File: src/rtl/wots_digit_pkg.sv
package wots_digit_pkg;

  localparam int DEF_LOG_W  = 4;
  localparam int DEF_LEN1   = 64;
  localparam int DEF_LEN2   = 3;
  localparam int DEF_CSUM_W = 16;

  typedef enum logic [1:0] {
    ST_IDLE = 2'd0,
    ST_ACC  = 2'd1,
    ST_EMIT = 2'd2
  } dg_state_e;

endpackage

File: src/rtl/dg_ring.sv
module dg_ring #(
  parameter int WIDTH = 256,
  parameter int STEP  = 4
) (
  input  logic             clk,
  input  logic             rst_n,
  input  logic             ld,
  input  logic [WIDTH-1:0] ld_val,
  input  logic             rot,
  output logic [STEP-1:0]  head
);

  localparam int REST = WIDTH - STEP;

  logic [WIDTH-1:0] word;

  always_ff @(posedge clk or negedge rst_n) begin
    if (!rst_n) begin
      word <= '0;
    end else if (ld) begin
      word <= ld_val;
    end else if (rot) begin
      word <= {word[REST-1:0], word[WIDTH-1 -: STEP]};
    end
  end

  assign head = word[WIDTH-1 -: STEP];

  AST_RING_HOLD: assert property (@(posedge clk) disable iff (!rst_n)
    (!ld && !rot) |=> $stable(word));

endmodule

File: src/rtl/dg_csum_acc.sv
module dg_csum_acc #(
  parameter int DIG_W   = 4,
  parameter int CSUM_W  = 16,
  parameter int MAX_SUM = 960
) (
  input  logic              clk,
  input  logic              rst_n,
  input  logic              clr,
  input  logic              en,
  input  logic [DIG_W-1:0]  nib,
  output logic [CSUM_W-1:0] sum_nxt
);

  logic [CSUM_W-1:0] sum;
  logic [DIG_W-1:0]  inv;

  always_comb begin
    inv     = ~nib;
    sum_nxt = sum + {{(CSUM_W-DIG_W){1'b0}}, inv};
  end

  always_ff @(posedge clk or negedge rst_n) begin
    if (!rst_n) begin
      sum <= '0;
    end else if (clr) begin
      sum <= '0;
    end else if (en) begin
      sum <= sum_nxt;
    end
  end

  AST_NO_OVERFLOW: assert property (@(posedge clk) disable iff (!rst_n)
    sum <= CSUM_W'(MAX_SUM));

  AST_CLR_ZERO: assert property (@(posedge clk) disable iff (!rst_n)
    clr |=> (sum == '0));

endmodule

File: src/rtl/dg_ctrl.sv
module dg_ctrl
  import wots_digit_pkg::*;
#(
  parameter int LEN1  = 64,
  parameter int NDIG  = 67,
  parameter int IDX_W = 7
) (
  input  logic             clk,
  input  logic             rst_n,
  input  logic             load,
  input  logic             start,
  input  logic             next,
  output logic             busy,
  output logic             valid,
  output logic [IDX_W-1:0] idx,
  output logic             acc_clr,
  output logic             acc_en,
  output logic             msg_ld,
  output logic             msg_rot,
  output logic             cks_ld,
  output logic             cks_rot,
  output logic             cks_sel
);

  localparam logic [IDX_W-1:0] ACC_LAST = IDX_W'(LEN1 - 1);
  localparam logic [IDX_W-1:0] CKS_FST  = IDX_W'(LEN1);
  localparam logic [IDX_W-1:0] DIG_LAST = IDX_W'(NDIG - 1);

  dg_state_e        state;
  logic [IDX_W-1:0] cnt;

  always_comb begin
    acc_clr = 1'b0;
    acc_en  = 1'b0;
    msg_ld  = 1'b0;
    msg_rot = 1'b0;
    cks_ld  = 1'b0;
    cks_rot = 1'b0;
    cks_sel = 1'b0;
    valid   = 1'b0;
    case (state)
      ST_IDLE: begin
        msg_ld  = load;
        acc_clr = start;
      end
      ST_ACC: begin
        acc_en  = 1'b1;
        msg_rot = 1'b1;
        cks_ld  = (cnt == ACC_LAST);
      end
      ST_EMIT: begin
        valid   = 1'b1;
        cks_sel = (cnt >= CKS_FST);
        cks_rot = next && cks_sel;
        msg_rot = next && !cks_sel;
      end
      default: ;
    endcase
  end

  always_ff @(posedge clk or negedge rst_n) begin
    if (!rst_n) begin
      state <= ST_IDLE;
      cnt   <= '0;
    end else begin
      case (state)
        ST_IDLE: begin
          if (start) begin
            state <= ST_ACC;
            cnt   <= '0;
          end
        end
        ST_ACC: begin
          if (cnt == ACC_LAST) begin
            state <= ST_EMIT;
            cnt   <= '0;
          end else begin
            cnt <= cnt + IDX_W'(1);
          end
        end
        ST_EMIT: begin
          if (next) begin
            if (cnt == DIG_LAST) begin
              state <= ST_IDLE;
              cnt   <= '0;
            end else begin
              cnt <= cnt + IDX_W'(1);
            end
          end
        end
        default: begin
          state <= ST_IDLE;
          cnt   <= '0;
        end
      endcase
    end
  end

  assign busy = (state != ST_IDLE);
  assign idx  = (state == ST_EMIT) ? cnt : '0;

  AST_IDX_RANGE: assert property (@(posedge clk) disable iff (!rst_n)
    valid |-> (idx <= DIG_LAST));

  AST_HOLD: assert property (@(posedge clk) disable iff (!rst_n)
    (valid && !next) |=> (valid && $stable(idx)));

  AST_IDX_STEP: assert property (@(posedge clk) disable iff (!rst_n)
    (valid && next && idx != DIG_LAST) |=> (valid && idx == $past(idx) + IDX_W'(1)));

  AST_LAST_DROP: assert property (@(posedge clk) disable iff (!rst_n)
    (valid && next && idx == DIG_LAST) |=> (!valid && !busy));

  AST_VALID_BUSY: assert property (@(posedge clk) disable iff (!rst_n)
    valid |-> busy);

  AST_START_IDLE: assert property (@(posedge clk) disable iff (!rst_n)
    (!busy && start) |=> (busy && !valid));

endmodule

File: src/rtl/wots_basew_digits.sv
module wots_basew_digits
  import wots_digit_pkg::*;
#(
  parameter int  LOG_W  = DEF_LOG_W,
  parameter int  LEN1   = DEF_LEN1,
  parameter int  LEN2   = DEF_LEN2,
  parameter int  CSUM_W = DEF_CSUM_W,
  localparam int MSG_W  = LEN1 * LOG_W,
  localparam int NDIG   = LEN1 + LEN2,
  localparam int IDX_W  = $clog2(NDIG)
) (
  input  logic             clk,
  input  logic             rst_n,
  input  logic             load,
  input  logic [MSG_W-1:0] digest,
  input  logic             start,
  output logic             busy,
  input  logic             dig_ready,
  output logic             dig_valid,
  output logic [LOG_W-1:0] dig_data,
  output logic [IDX_W-1:0] dig_idx
);

  localparam int CKS_W      = LEN2 * LOG_W;
  localparam int CSUM_SHIFT = 8 - ((LEN2 * LOG_W) % 8);
  localparam int DIG_MAX    = (1 << LOG_W) - 1;
  localparam int CSUM_MAX   = LEN1 * DIG_MAX;

  logic              acc_clr, acc_en, msg_ld, msg_rot, cks_ld, cks_rot, cks_sel;
  logic [CSUM_W-1:0] sum_nxt;
  logic [CSUM_W-1:0] shifted_full;
  logic [CKS_W-1:0]  cks_in;
  logic [LOG_W-1:0]  msg_head, cks_head;

  dg_ctrl #(
    .LEN1 (LEN1),
    .NDIG (NDIG),
    .IDX_W(IDX_W)
  ) u_ctrl (
    .clk    (clk),
    .rst_n  (rst_n),
    .load   (load),
    .start  (start),
    .next   (dig_ready),
    .busy   (busy),
    .valid  (dig_valid),
    .idx    (dig_idx),
    .acc_clr(acc_clr),
    .acc_en (acc_en),
    .msg_ld (msg_ld),
    .msg_rot(msg_rot),
    .cks_ld (cks_ld),
    .cks_rot(cks_rot),
    .cks_sel(cks_sel)
  );

  dg_ring #(
    .WIDTH(MSG_W),
    .STEP (LOG_W)
  ) u_msg_ring (
    .clk   (clk),
    .rst_n (rst_n),
    .ld    (msg_ld),
    .ld_val(digest),
    .rot   (msg_rot),
    .head  (msg_head)
  );

  dg_csum_acc #(
    .DIG_W  (LOG_W),
    .CSUM_W (CSUM_W),
    .MAX_SUM(CSUM_MAX)
  ) u_acc (
    .clk    (clk),
    .rst_n  (rst_n),
    .clr    (acc_clr),
    .en     (acc_en),
    .nib    (msg_head),
    .sum_nxt(sum_nxt)
  );

  always_comb begin
    shifted_full = sum_nxt << CSUM_SHIFT;
    cks_in       = CKS_W'(shifted_full >> (CSUM_W - CKS_W));
  end

  dg_ring #(
    .WIDTH(CKS_W),
    .STEP (LOG_W)
  ) u_cks_ring (
    .clk   (clk),
    .rst_n (rst_n),
    .ld    (cks_ld),
    .ld_val(cks_in),
    .rot   (cks_rot),
    .head  (cks_head)
  );

  assign dig_data = !dig_valid ? '0 : (cks_sel ? cks_head : msg_head);

  AST_DATA_HOLD: assert property (@(posedge clk) disable iff (!rst_n)
    (dig_valid && !dig_ready) |=> $stable(dig_data));

  AST_IDLE_QUIET: assert property (@(posedge clk) disable iff (!rst_n)
    !dig_valid |-> (dig_data == '0 && dig_idx == '0));

endmodule

File: config.mk
export PLATFORM = sky130hd
export DESIGN_NAME = wots_basew_digits
export DESIGN_NICKNAME = d
export VERILOG_FILES = /design/src/rtl/wots_digit_pkg.sv /design/src/rtl/dg_ring.sv /design/src/rtl/dg_csum_acc.sv /design/src/rtl/dg_ctrl.sv /design/src/rtl/wots_basew_digits.sv
export SDC_FILE = /design/constraint.sdc
export NUM_CORES = 1
export LEC_CHECK = 0
export ABC_AREA = 0
export CAP_MARGIN = 30
export CORE_MARGIN = 2
export CORE_UTILIZATION = 55
export CTS_BUF_LIST = sky130_fd_sc_hd__clkbuf_8
export DETAILED_ROUTE_END_ITERATION = 16
export DONT_BUFFER_PORTS = 1
export GPL_TIMING_DRIVEN = 1
export HOLD_SLACK_MARGIN = 0.15
export PLACE_DENSITY = 0.7
export SKIP_LAST_GASP = 1
export SLEW_MARGIN = 30
export SYNTH_ARGS = -nofsm -noshare
export SYNTH_HDL_FRONTEND = slang
export SYNTH_SLANG_ARGS = --single-unit
File: constraint.sdc
create_clock -name clk -period 2 [get_ports clk]
set_clock_uncertainty 0.2 [all_clocks]
set_input_delay 0.1 -clock clk [delete_from_list [all_inputs] [get_ports clk]]
set_output_delay 0.1 -clock clk [all_outputs]
set_load 0.01 [all_outputs]
==> impl_results.md, run 1 <==
- I/O pins: 274
- Die H: 162 µm
- Area post-placement: 0.0145 mm²
- Synth top cells by count: 289 x dfrtp_1, 280 x nand2_1, 267 x mux2i_1
- H-tree Lvls: 2
- Root Driver: clkbuf_8
- Status: did not finish
- Post-DP HPWL: 20300 µm
- Yosys warns: 0
- Gpl congestion: 0.787
- Syn Inst Count: 1330
- Sequential share of the synthesized area: 52.8%
- Syn_area_per_cell: 10.3 µm²
- Syn_nets: 1602
- Halt Reason: [ERROR RSZ-0060] Max buffer count reached.
- # rows: 57
- Async S/R FF share, synth: 100%
- PortBufs: 0
- Post-synth EDFFs: 0
- Top cell type by total area after synthesis: dfrtp_1
- Cts hold-fix bufs: 348
- Initial Utilization: 56.2%
- Library cells used by synthesis: 42
- Dominant cells by area after synthesis: dfrtp_1 53%, mux2i_1 20%, o21ai_0 9.7%, nand2_1 7.7%, clkbuf_1 1.4%
- Setup Fix Bufs, Post-CTS: 16
- Top-count cell post-synth: dfrtp_1
- Ys flop type: dfrtp_1
- Cts bufs inserted: 48
- Clk buf depth: 3
- Yosys top cell area share: 52.8%
- DIE WIDTH: 162 µm
- Post-CTS resize count: 33
- Exit stage: clock tree synthesis
- Clock sinks: 289
- Post-synthesis register bit count: 289
- Netlist Area Pre-Place: 0.0137 mm²
- Placed insts: 1626
-- cell families after synthesis --
family / share of synthesized area [%]
buf+inv: 3.76
fa+ha+maj: 1.06
compound gates: 11.1
flops: 52.8
xor+xnor: 1.15
mux: 20.3
simple gates: 9.84
-- through the flow --
| step | util (%) | worst slack (ns) | hold slack [ns] |
|---|---|---|---|
| floorplan | - | -0.0169 | -0.396 |
| global placement | 59.3 | -0.0442 | -0.387 |
| detailed placement | 59.3 | -0.126 | -0.387 |
==> inputs of run 2 (changes only) <==
--- a/config.mk
+++ b/config.mk
@@ -8,13 +8,11 @@
 export ABC_AREA = 0
 export CAP_MARGIN = 30
 export CORE_MARGIN = 2
-export CORE_UTILIZATION = 55
-export CTS_BUF_LIST = sky130_fd_sc_hd__clkbuf_8
+export CORE_UTILIZATION = 40
 export DETAILED_ROUTE_END_ITERATION = 16
 export DONT_BUFFER_PORTS = 1
 export GPL_TIMING_DRIVEN = 1
-export HOLD_SLACK_MARGIN = 0.15
-export PLACE_DENSITY = 0.7
+export PLACE_DENSITY_LB_ADDON = 0.15
 export SKIP_LAST_GASP = 1
 export SLEW_MARGIN = 30
 export SYNTH_ARGS = -nofsm -noshare
==> constraint.sdc (replaced) <==
create_clock -name clk -period 2.6 [get_ports clk]
set_clock_uncertainty 0.2 [all_clocks]
set_input_delay 0.13 -clock clk [delete_from_list [all_inputs] [get_ports clk]]
set_output_delay 0.13 -clock clk [all_outputs]
set_load 0.01 [all_outputs]
==> run 2 against run 1 <==
The flow now finishes, with violations (hold timing). Synthesized cell count unchanged. Area after synthesis unchanged.
==> impl_results.md, run 2 <==
- Min cycle time layout: 2.44 ns
- Gpl congestion: 0.801 (+1.8%)
- Cts bufs inserted: 36 (-25%)
- Clock sinks: 289 (unchanged)
- Fin. Hold Viols: 289
- Clock share of power: 23.4%
- Combinational power share: 40.0%
- Worst setup EP type: register
- H-tree Lvls: 2 (unchanged)
- PortBufs: 0 (unchanged)
- Later-pin clock latency in the skew report: 0.52 ns
- RSZ-0062 raised after global routing: false
- I/O pins: 274 (unchanged)
- Tightest Hold Check Type: primary input to async pin
- Max Transition Viols Final: 0
- Final wirelength: 34200 µm
- Yosys top cell area share: 52.8% (unchanged)
- Power per cell area: 1160 mW/mm²
- # DRC: 0
- Setup total negative slack: 0 ns
- Post-synth EDFFs: 0 (unchanged)
- Max-cap violations: 0
- Dominant cells by area after synthesis: dfrtp_1 53%, mux2i_1 20%, o21ai_0 9.7%, nand2_1 7.7%, clkbuf_1 1.4%
- TritonRoute pass-1 iters: 4
- Startpoint types: register
- DIE WIDTH: 189 µm (+17%)
- GRT overflow: 0
- Async S/R FF share, synth: 100% (unchanged)
- Worst-case reg-to-reg path depth: 9
- Die H: 189 µm (+17%)
- Initial Utilization: 40.8% (-15 points)
- Top cell type by total area after synthesis: dfrtp_1
- # rows: 67 (+18%)
- 1st-iter DRT viols: 516
- Vias post-DR: 10.3k
- Max FFs per register: 256
- Setup Crit Path Kind: register to register
- Yosys warns: 0 (unchanged)
- CTS tree: built
- Clock transition at path regs: 0.06 ns
- Sequential group share of total power: 36.7%
- Worst Path Required: 2.79 ns
- Post-synthesis register bit count: 289 (unchanged)
- Internal: 13.7 mW
- Total core area: 0.0336 mm²
- Root Driver: clkbuf_16
- Share of cells above drive strength 1: 7.08%
- Sw Ratio: 35.0%
- Syn Inst Count: 1330 (unchanged)
- Antenna violations before repair: 4
- Crit path max fanout: 19
- Library cells used by synthesis: 42 (unchanged)
- Net switching power: 7.39 mW
- Worst EP arrival: 2.63 ns
- Biggest regs: u_msg_ring.word x256, u_acc.sum x12, u_cks_ring.word x12
- Die area: 0.0358 mm²
- Most frequent cells in the layout: 289 x dfrtp_1, 280 x nand2_1, 270 x dlygate4sd3_1
- Ys flop type: dfrtp_1
- Most common cell after layout, fill and taps aside: dfrtp_1
- Syn_area_per_cell: 10.3 µm² (unchanged)
- FMAX: 0.410 GHz
- Clk buf depth: 3 (unchanged)
- Syn_nets: 1602 (unchanged)
- Largest net degree at the start of global routing: 290
- Post-route ant nets: 0
- Fin Hold WS: -0.888 ns
- Slowest stage delay, CP: 0.58 ns
- Failing checks: hold timing
- First-pass GRT wire length: 55400 µm
- Top-count cell post-synth: dfrtp_1
- Final setup violation count: 0
- Worst vdd ir: 0.664 mV
- Sequential share of the synthesized area: 52.8% (unchanged)
- Ordered cell list for the critical path: inv_1, ha_1, nand2_1, nor2_1, o21ai_4, buf_12, mux2i_1, o21ai_0, dlygate4sd3_1
- Cts hold-fix bufs: 270 (-22%)
- Leakage Power: 9.00 nW
- Relative slew margins: 64.1%
- Post-DP HPWL: 21300 µm (+5.0%)
- Total GRT Usage: 19.0%
- Status: finished with violations
- Via density: 4.99
- Syn-to-layout area delta: 33.4%
- Fin crit share: 93.7%
- Netlist Area Pre-Place: 0.0137 mm² (unchanged)
- Routed WL per cell: 16.6 µm
- Worst-Margin Slew: 0.538 ns
- Largest reg by FF count: u_msg_ring.word
- Vias in the first global route: 10.7k
- Final net count: 1856
- Worst-path cell with the longest stage delay: dlygate4sd3_1
- Synth top cells by count: 289 x dfrtp_1, 280 x nand2_1, 267 x mux2i_1
run 2: cell counts after synthesis:
No cell type changed its count.
run 2: routing by layer:
| metal | wire length [µm] | track usage, % | part of all wire, % | up-vias |
|---|---|---|---|---|
| met1 | 15700 | 26.0 | 46 | 4910 |
| met4 | 588 | 5.02 | 1.7 | 0 |
| met2 | 16000 | 30.3 | 47 | 221 |
| met3 | 1940 | 4.36 | 5.7 | 48 |
| met5 | 0 | 0 | 0 | - |
| li1 | - | - | - | 5105 |
run 2: critical path: cells and delay by family (launching register included):
family | cells | cell delay (ns)
AOI/OAI and AO/OA | 2 | 0.33
and+or+nand+nor | 2 | 0.12
buffers and inverters | 3 | 0.87
muxes | 1 | 0.20
adders and majority gates | 1 | 0.23
DFF | 1 | 0.36
run 2: metrics by stage:
step	utilization (%)	worst slack [ns]	std cells	power, mW	cell area, µm²
floorplan	-	0.424	1330	13.6	13700
global placement	42.7	0.427	1720	15.5	14300
detailed placement	42.7	0.389	1720	15.7	14300
CTS	54.2	0.0430	2054	21.2	18200
global route	54.4	0.0271	2062	22.7	18300
finish	54.4	0.163	2062	21.1	18300
run 2: repair_timing:
item                       CTS  global route
buffers inserted             0             2
hold endpoints to repair   566           289
setup endpoints to repair    0             6
resized for setup            0             1
run 2: area by class of cell:
type / instances / area, µm²
clock buffer: 54 / 1090
sequential: 289 / 7230
timing repair buffer: 310 / 3290
inverter: 11 / 41.3
clock inverter: 10 / 82.6
multi-input combinational: 936 / 5980
antenna: 4 / 10.0
tap: 448 / 561
fill: 2920 / 15300
run 2: cells by family (layout without fill, tap and decap cells):
family / count (synthesis) / count (layout) / share of synthesized area [%]
and+or+nand+nor: 336 / 337 / 9.84
AOI/OAI and AO/OA: 293 / 293 / 11.1
DFF: 289 / 289 / 52.8
muxes: 277 / 277 / 20.3
buffers and inverters: 106 / 385 / 3.76
xor gates and xnor gates: 18 / 18 / 1.15
adders and majority gates: 11 / 11 / 1.06
other: 0 / 4 / 0
run 2: final timing paths:
kind / start / endpoint / slack, ns
max reg2reg: u_ctrl.state[0] / u_msg_ring.word[165] / 0.16
min: rst_n / u_ctrl.cnt[1] / -0.89
max: u_ctrl.state[0] / u_msg_ring.word[165] / 0.16
max in group asynchronous: rst_n / u_msg_ring.word[86] / 2.71
min reg2reg: u_acc.sum[3] / u_acc.sum[3] / 0.33
min in group clk: digest[240] / u_msg_ring.word[240] / 0.07
run 2: power by group through the flow:
stage / clock (mW) / combinational [mW] / sequential [mW]
6_report: 4.93 / 8.44 / 7.75
5_1_grt: 5.29 / 9.43 / 8.01
4_1_cts: 5.08 / 8.35 / 7.74
3_5_place_dp: 0 / 7.87 / 7.82
3_3_place_gp: 0 / 7.71 / 7.76
2_1_floorplan: 0 / 6.28 / 7.35
No activity file was read; power rests on OpenSTA's default activity.
